### config.mk
export PLATFORM = sky130hd
export DESIGN_NAME = warp_issue_sched
export DESIGN_NICKNAME = d
export VERILOG_FILES = /design/src/rtl/wis_pkg.sv /design/src/rtl/wis_rr_pick.sv /design/src/rtl/wis_pend_q.sv /design/src/rtl/wis_pool.sv /design/src/rtl/warp_issue_sched.sv
export SDC_FILE = /design/constraint.sdc
export NUM_CORES = 1
export LEC_CHECK = 0
export ABC_AREA = 0
export BUFFER_PORTS_ARGS = -buffer_cell sky130_fd_sc_hd__buf_2
export CELL_PAD_IN_SITES_DETAIL_PLACEMENT = 2
export CELL_PAD_IN_SITES_GLOBAL_PLACEMENT = 2
export CORE_ASPECT_RATIO = 1.2
export CORE_MARGIN = 10
export CORE_UTILIZATION = 45
export DETAILED_ROUTE_END_ITERATION = 10
export GPL_TIMING_DRIVEN = 0
export MAX_ROUTING_LAYER = met4
export PLACE_DENSITY = 0.95
export SETUP_SLACK_MARGIN = 0.1
export SYNTH_ARGS = -nofsm -noshare
export SYNTH_HDL_FRONTEND = slang
export SYNTH_SLANG_ARGS = --single-unit
### constraint.sdc
create_clock -name clk -period 16.1 [get_ports clk]
set_input_delay 3.22 -clock clk [delete_from_list [all_inputs] [get_ports clk]]
set_output_delay 3.22 -clock clk [all_outputs]
set_load 0.05 [all_outputs]
### src/rtl/wis_pkg.sv
package wis_pkg;
  // Default sizing of the scheduler.
  localparam int unsigned WARPS_DEFAULT  = 32;
  localparam int unsigned SLOTS_DEFAULT  = 8;
  localparam int unsigned LANES_PER_WARP = 32;

  // Smallest width able to hold the value n.
  function automatic int unsigned cnt_width(input int unsigned n);
    return (n < 2) ? 1 : $clog2(n + 1);
  endfunction
endpackage

### src/rtl/wis_rr_pick.sv
module wis_rr_pick #(
  parameter int unsigned N  = 32,
  parameter int unsigned IW = $clog2(N)
) (
  input  logic [N-1:0]  req_i,
  input  logic [IW-1:0] last_i,
  output logic          gnt_vld_o,
  output logic [IW-1:0] gnt_idx_o
);
  // Scan from farthest to nearest position after last_i, so the nearest
  // requester overwrites the others and wins.
  always_comb begin
    gnt_vld_o = 1'b0;
    gnt_idx_o = '0;
    for (int k = int'(N); k >= 1; k--) begin
      automatic int pos = (int'(last_i) + k) % int'(N);
      if (req_i[pos]) begin
        gnt_vld_o = 1'b1;
        gnt_idx_o = IW'(pos);
      end
    end
  end
endmodule

### src/rtl/wis_pend_q.sv
module wis_pend_q import wis_pkg::*; #(
  parameter int unsigned N         = 32,
  parameter int unsigned IW        = $clog2(N),
  parameter int unsigned PRE_FIRST = 8,
  parameter int unsigned PRE_CNT   = 24
) (
  input  logic          clk,
  input  logic          rst_n,
  input  logic          push_i,
  input  logic [IW-1:0] push_idx_i,
  input  logic          pop_i,
  output logic [IW-1:0] head_o,
  output logic          nonempty_o
);
  localparam int unsigned PW    = (N < 2) ? 1 : $clog2(N);
  localparam int unsigned CW    = cnt_width(N);
  localparam int unsigned TAIL0 = PRE_CNT % N;

  logic [IW-1:0] slot_q [N];
  logic [PW-1:0] rd_q, wr_q;
  logic [CW-1:0] fill_q;
  logic          do_pop;

  function automatic logic [PW-1:0] step_ptr(input logic [PW-1:0] p);
    return (p == PW'(N - 1)) ? '0 : p + 1'b1;
  endfunction

  assign nonempty_o = (fill_q != '0);
  assign head_o     = slot_q[rd_q];
  assign do_pop     = pop_i & nonempty_o;

  always_ff @(posedge clk) begin
    if (!rst_n) begin
      for (int i = 0; i < int'(N); i++) begin
        slot_q[i] <= (i < int'(PRE_CNT)) ? IW'(int'(PRE_FIRST) + i) : '0;
      end
      rd_q   <= '0;
      wr_q   <= PW'(TAIL0);
      fill_q <= CW'(PRE_CNT);
    end else begin
      if (push_i) begin
        slot_q[wr_q] <= push_idx_i;
        wr_q         <= step_ptr(wr_q);
      end
      if (do_pop) begin
        rd_q <= step_ptr(rd_q);
      end
      case ({push_i, do_pop})
        2'b10:   fill_q <= fill_q + 1'b1;
        2'b01:   fill_q <= fill_q - 1'b1;
        default: fill_q <= fill_q;
      endcase
    end
  end
endmodule

### src/rtl/wis_pool.sv
module wis_pool import wis_pkg::*; #(
  parameter int unsigned N  = 32,
  parameter int unsigned A  = 8,
  parameter int unsigned IW = $clog2(N)
) (
  input  logic          clk,
  input  logic          rst_n,
  input  logic          demote_req_i,
  input  logic [IW-1:0] demote_idx_i,
  input  logic          done_req_i,
  input  logic [IW-1:0] done_idx_i,
  input  logic          promote_i,
  input  logic [IW-1:0] promote_idx_i,
  output logic [N-1:0]  act_o,
  output logic [N-1:0]  wait_o,
  output logic          slot_free_o,
  output logic          demote_ok_o,
  output logic          done_ok_o
);
  localparam int unsigned CW = cnt_width(A);

  logic [N-1:0]  act_q, wait_q;
  logic [CW-1:0] occ_q;

  assign act_o       = act_q;
  assign wait_o      = wait_q;
  assign slot_free_o = (occ_q < CW'(A));
  assign demote_ok_o = demote_req_i & act_q[demote_idx_i];
  assign done_ok_o   = done_req_i & wait_q[done_idx_i];

  always_ff @(posedge clk) begin
    if (!rst_n) begin
      for (int i = 0; i < int'(N); i++) begin
        act_q[i] <= (i < int'(A));
      end
      wait_q <= '0;
      occ_q  <= CW'(A);
    end else begin
      if (promote_i) begin
        act_q[promote_idx_i] <= 1'b1;
      end
      if (demote_ok_o) begin
        act_q[demote_idx_i]  <= 1'b0;
        wait_q[demote_idx_i] <= 1'b1;
      end
      if (done_ok_o) begin
        wait_q[done_idx_i] <= 1'b0;
      end
      case ({promote_i, demote_ok_o})
        2'b10:   occ_q <= occ_q + 1'b1;
        2'b01:   occ_q <= occ_q - 1'b1;
        default: occ_q <= occ_q;
      endcase
    end
  end
endmodule

### src/rtl/warp_issue_sched.sv
module warp_issue_sched import wis_pkg::*; #(
  parameter  int unsigned NUM_WARPS    = WARPS_DEFAULT,
  parameter  int unsigned ACTIVE_SLOTS = SLOTS_DEFAULT,
  localparam int unsigned IDX_W        = $clog2(NUM_WARPS)
) (
  input  logic                 clk,
  input  logic                 rst_n,
  input  logic [NUM_WARPS-1:0] ready_i,
  input  logic                 longlat_valid_i,
  input  logic [IDX_W-1:0]     longlat_warp_i,
  input  logic                 done_valid_i,
  input  logic [IDX_W-1:0]     done_warp_i,
  output logic                 issue_valid_o,
  output logic [IDX_W-1:0]     issue_warp_o,
  output logic                 desched_valid_o,
  output logic [IDX_W-1:0]     desched_warp_o
);
  logic [NUM_WARPS-1:0] act_q, wait_q, elig;
  logic                 slot_free, demote_ok, done_ok, q_nonempty, promote;
  logic [IDX_W-1:0]     q_head, last_q;

  assign elig    = act_q & ready_i;
  assign promote = slot_free & q_nonempty;

  wis_rr_pick #(.N(NUM_WARPS), .IW(IDX_W)) u_pick (
    .req_i     (elig),
    .last_i    (last_q),
    .gnt_vld_o (issue_valid_o),
    .gnt_idx_o (issue_warp_o)
  );

  wis_pend_q #(
    .N(NUM_WARPS), .IW(IDX_W),
    .PRE_FIRST(ACTIVE_SLOTS), .PRE_CNT(NUM_WARPS - ACTIVE_SLOTS)
  ) u_queue (
    .clk        (clk),
    .rst_n      (rst_n),
    .push_i     (done_ok),
    .push_idx_i (done_warp_i),
    .pop_i      (promote),
    .head_o     (q_head),
    .nonempty_o (q_nonempty)
  );

  wis_pool #(.N(NUM_WARPS), .A(ACTIVE_SLOTS), .IW(IDX_W)) u_pool (
    .clk           (clk),
    .rst_n         (rst_n),
    .demote_req_i  (longlat_valid_i),
    .demote_idx_i  (longlat_warp_i),
    .done_req_i    (done_valid_i),
    .done_idx_i    (done_warp_i),
    .promote_i     (promote),
    .promote_idx_i (q_head),
    .act_o         (act_q),
    .wait_o        (wait_q),
    .slot_free_o   (slot_free),
    .demote_ok_o   (demote_ok),
    .done_ok_o     (done_ok)
  );

  // Round-robin pointer: last granted warp; reset value makes warp 0 first.
  always_ff @(posedge clk) begin
    if (!rst_n) begin
      last_q <= IDX_W'(NUM_WARPS - 1);
    end else if (issue_valid_o) begin
      last_q <= issue_warp_o;
    end
  end

  // Deschedule pulse, one cycle after the accepted long-latency event.
  always_ff @(posedge clk) begin
    if (!rst_n) begin
      desched_valid_o <= 1'b0;
      desched_warp_o  <= '0;
    end else begin
      desched_valid_o <= demote_ok;
      if (demote_ok) begin
        desched_warp_o <= longlat_warp_i;
      end
    end
  end
endmodule

==> run summary <==
Core Region: 39,900 sq um
Via Count: 19.1k
Clock Pin Slew Worst Setup and Hold Paths: 0.08 ns
initial DRC count: 2,860
area taken by multi-input logic gates: 10,600 sq um
total track usage: 0.433
CP Depth: 19
crit-path most repeated cell: buf_2
H-tree levels: 1
CP top delay family: buffers and inverters
ratio of cells with drive above 1 in the final layout: 0.174
Clock Tree Buf Depth: 3
final WL: 104,000 microns
Async S/R FF share, synth: 0
Post CTS Setup Buffer Count: 0
Setup crit start: last_q[0]
Worst EP required: 12.88 ns
I/O pin count: 58
Detail Placement HPWL: 68,900 microns
root buf cell: clkbuf_16
final net count: 1,971
reg2reg end: last_q[0]
most common cell after layout, fill and taps aside: nor2_1
setup TNS: 0 ns
final core occ: 0.503
Mapped Cells: 1,814
chip width: 204 microns
Starting Density: 0.456
Peak Freq: 92.1 MHz
setup violators final: 0
max-slew violations: 0
Leakage: 6.51 nW
post-DR wirelength/cell: 42.4 microns
Num CTS Buffers: 27
top_reg_cell synth: edfxtp_1
startpoint types: flop
Slew headroom: 0.0241
Worst setup EP type: primary output
Reg2Reg Setup Slack: 9.12 ns
DRC errors left: 0
die area: 49,000 sq um
Yosys warnings: 0
CP max-delay cell: dfxtp_1
Area Growth Syn to Fin: 10.3%
slowest cell delay on critical path: 0.72 ns
#FFs+latches synth: 260
unrepaired setup endpoints after global routing: false
crit path DAT: 7.63 ns
FILL cells: 4,058
syn_nets: 1,889
Clock Sinks: 260
FF/Latch Area: 6810 sq um
largest net degree at the start of global routing: 16
Final Hold Fails: 0
cell area after synthesis: 18,200 sq um
period utilization: 0.674
Worst Reg2Reg Path Length in Cells: 18
RR Startpoint: last_q[0]
HP Class: reg2reg
Clk Latency, worst-skew pair: 0.60 ns
Tmin final: 10.85 ns
register area share after synthesis: 0.374
number of distinct library cells after synthesis: 91
TritonRoute pass-1 iters: 5
crit path cell chain: buf_6 > buf_12 > buf_6 > buf_2 > inv_1 > ha_1 > buf_2 > inv_1 > clkbuf_1 > clkbuf_1 > mux4_2 > mux4_2 > nor2_1 > a31oi_1 > or4_1 > a221oi_1 > nor3_1 > nor2_1 > buf_2
CTS Hold Bufs: 0
post-cts repair resize count: 0
vias per cell: 7.77
Syn Area/Cell: 10.0 sq um
initial antenna violation count: 6
aggregate global routing overflow: 0
RePlAce Congestion: 1.06
vias in the first global route: 20.1k
first-pass GRT wire length: 150,000 microns
most frequent cells in the layout: 173 x nor2_1, 160 x edfxtp_1, 159 x nand2_1, 132 x mux4_2, 100 x dfxtp_1
power density of the placed cells: 206 nW/um^2
EDFF count, synth: 160
skew final: 0.0293 ns
Worst Tran Pin Value: 1.45 ns
Die Y: 240 microns
Setup crit end: issue_warp_o[0]
CTS tree: built
buffers plus inverters on the worst setup path: 10
Worst VDD drop: 0.000196 V
crit-path max FO: 10
max cap viols: 0
Routed Antenna Nets: 0
status: finished clean
cell row count: 80
port bufs: 52
crit path kind: reg2out
-- flip-flops by register name, indices dropped and copies added (netlist names), named ones only --
name	count
last_q	5
u_pool.act_o	32
desched_warp_o	5
u_queue.rd_q	5
u_queue.fill_q	6
desched_valid_o	1
u_pool.occ_q	4
u_queue.slot_q	160
u_pool.wait_o	32
u_queue.wr_q	5
-- cells by family (layout without fill, tap and decap cells) --
kind of cell,Yosys count,count (layout),share of synthesized area
and+or+nand+nor,680,680,0.185
AOI/OAI and AO/OA,435,435,0.161
DFF,260,260,0.374
muxes,188,188,0.196
buffers and inverters,179,282,0.0424
xor gates and xnor gates,43,43,0.0215
adders and majority gates,29,29,0.0207
other,0,8,0
-- cell type report --
class / count / share of cell area
plain buffers: 138 / 0.0308
clock inverters: 16 / 0.00872
flip-flops and latches: 260 / 0.339
multi-input cells: 1375 / 0.530
repair buffers: 53 / 0.0132
clock buffers: 34 / 0.0369
well taps: 533 / 0.0332
inverters: 41 / 0.00766
diodes: 8 / 0.000997
-- per-stage QoR --
| step | worst slack (ns) | hold WS, ns | power, W | instances | area (sq um) |
|---|---|---|---|---|---|
| 3_5_place_dp | 5.65 | 0.503 | 0.00325 | 2399 | 19100 |
| 4_1_cts | 5.62 | 0.525 | 0.00398 | 2449 | 20100 |
| 6_report | 5.25 | 0.515 | 0.00414 | 2458 | 20100 |
| 2_1_floorplan | 6.38 | 0.454 | 0.00246 | 1814 | 18200 |
| 5_1_grt | 5.19 | 0.544 | 0.00424 | 2456 | 20100 |
| 3_3_place_gp | 5.83 | 0.470 | 0.00317 | 2399 | 19100 |
-- worst min path at each step --
stage | slack, ns | depth (start not counted) | start | to
finish | 0.51 | 2 | u_pool.occ_q[2] | u_pool.occ_q[2]
global route | 0.54 | 1 | u_pool.wait_o[16] | u_pool.wait_o[16]
CTS | 0.53 | 2 | u_pool.occ_q[2] | u_pool.occ_q[2]
detailed placement | 0.50 | 2 | u_queue.rd_q[4] | u_queue.rd_q[4]
global placement | 0.47 | 2 | desched_warp_o[0] | desched_warp_o[0]
floorplan | 0.45 | 2 | u_queue.rd_q[4] | flop
-- power by group --
| group | switching [W] | internal (W) | leakage (nW) | total (W) |
|---|---|---|---|---|
| sequential | 0.0000219 | 0.000722 | 2.23 | 0.000744 |
| combinational | 0.00186 | 0.000830 | 3.83 | 0.00269 |
| clock | 0.000329 | 0.000379 | 0.452 | 0.000708 |
| total | 0.00221 | 0.00193 | 6.51 | 0.00414 |
-- synthesized netlist by cell type, types with 8 or more instances --
| cell type | instances | area share |
|---|---|---|
| a22oi_1 | 14 | 0.0058 |
| o221a_2 | 31 | 0.019 |
| a31oi_1 | 41 | 0.014 |
| o211ai_1 | 12 | 0.0049 |
| nand2b_1 | 23 | 0.0079 |
| nand3_2 | 11 | 0.0060 |
| ha_1 | 27 | 0.019 |
| xnor2_1 | 32 | 0.015 |
| dfxtp_1 | 100 | 0.11 |
| nor2b_1 | 9 | 0.0031 |
| clkbuf_1 | 94 | 0.019 |
| o21ai_0 | 89 | 0.024 |
| nand2_1 | 159 | 0.033 |
| mux4_2 | 132 | 0.16 |
| nand3_1 | 54 | 0.015 |
| o22ai_1 | 27 | 0.0093 |
| nor4_1 | 13 | 0.0045 |
| nor2_1 | 173 | 0.036 |
| mux2_2 | 12 | 0.0074 |
| o21a_1 | 22 | 0.0091 |
| o2111ai_1 | 9 | 0.0043 |
| a21oi_1 | 81 | 0.022 |
| xor2_1 | 9 | 0.0043 |
| o21ai_1 | 24 | 0.0066 |
| and2_1 | 68 | 0.023 |
| or3_1 | 42 | 0.014 |
| edfxtp_1 | 160 | 0.26 |
| buf_2 | 13 | 0.0036 |
| a211oi_1 | 8 | 0.0033 |
| inv_1 | 35 | 0.0072 |
| buf_1 | 21 | 0.0043 |
| mux2i_1 | 40 | 0.022 |
| nor3_1 | 80 | 0.022 |
-- layer usage --
metal	track usage	wire, microns	share of wire	vias up
li1	-	-	-	7146
met3	0.123	11300	0.11	767
met1	0.451	34200	0.33	9419
met5	-	0	0	-
met2	0.677	47800	0.46	1762
met4	0.357	11000	0.11	0
-- tightest hold or removal path: stages (launching register included) --
cell and delay (ns):
dfxtp_1 0.33, a21oi_1 0.07, nor2_1 0.08
Power figures use the tool's default switching activity.
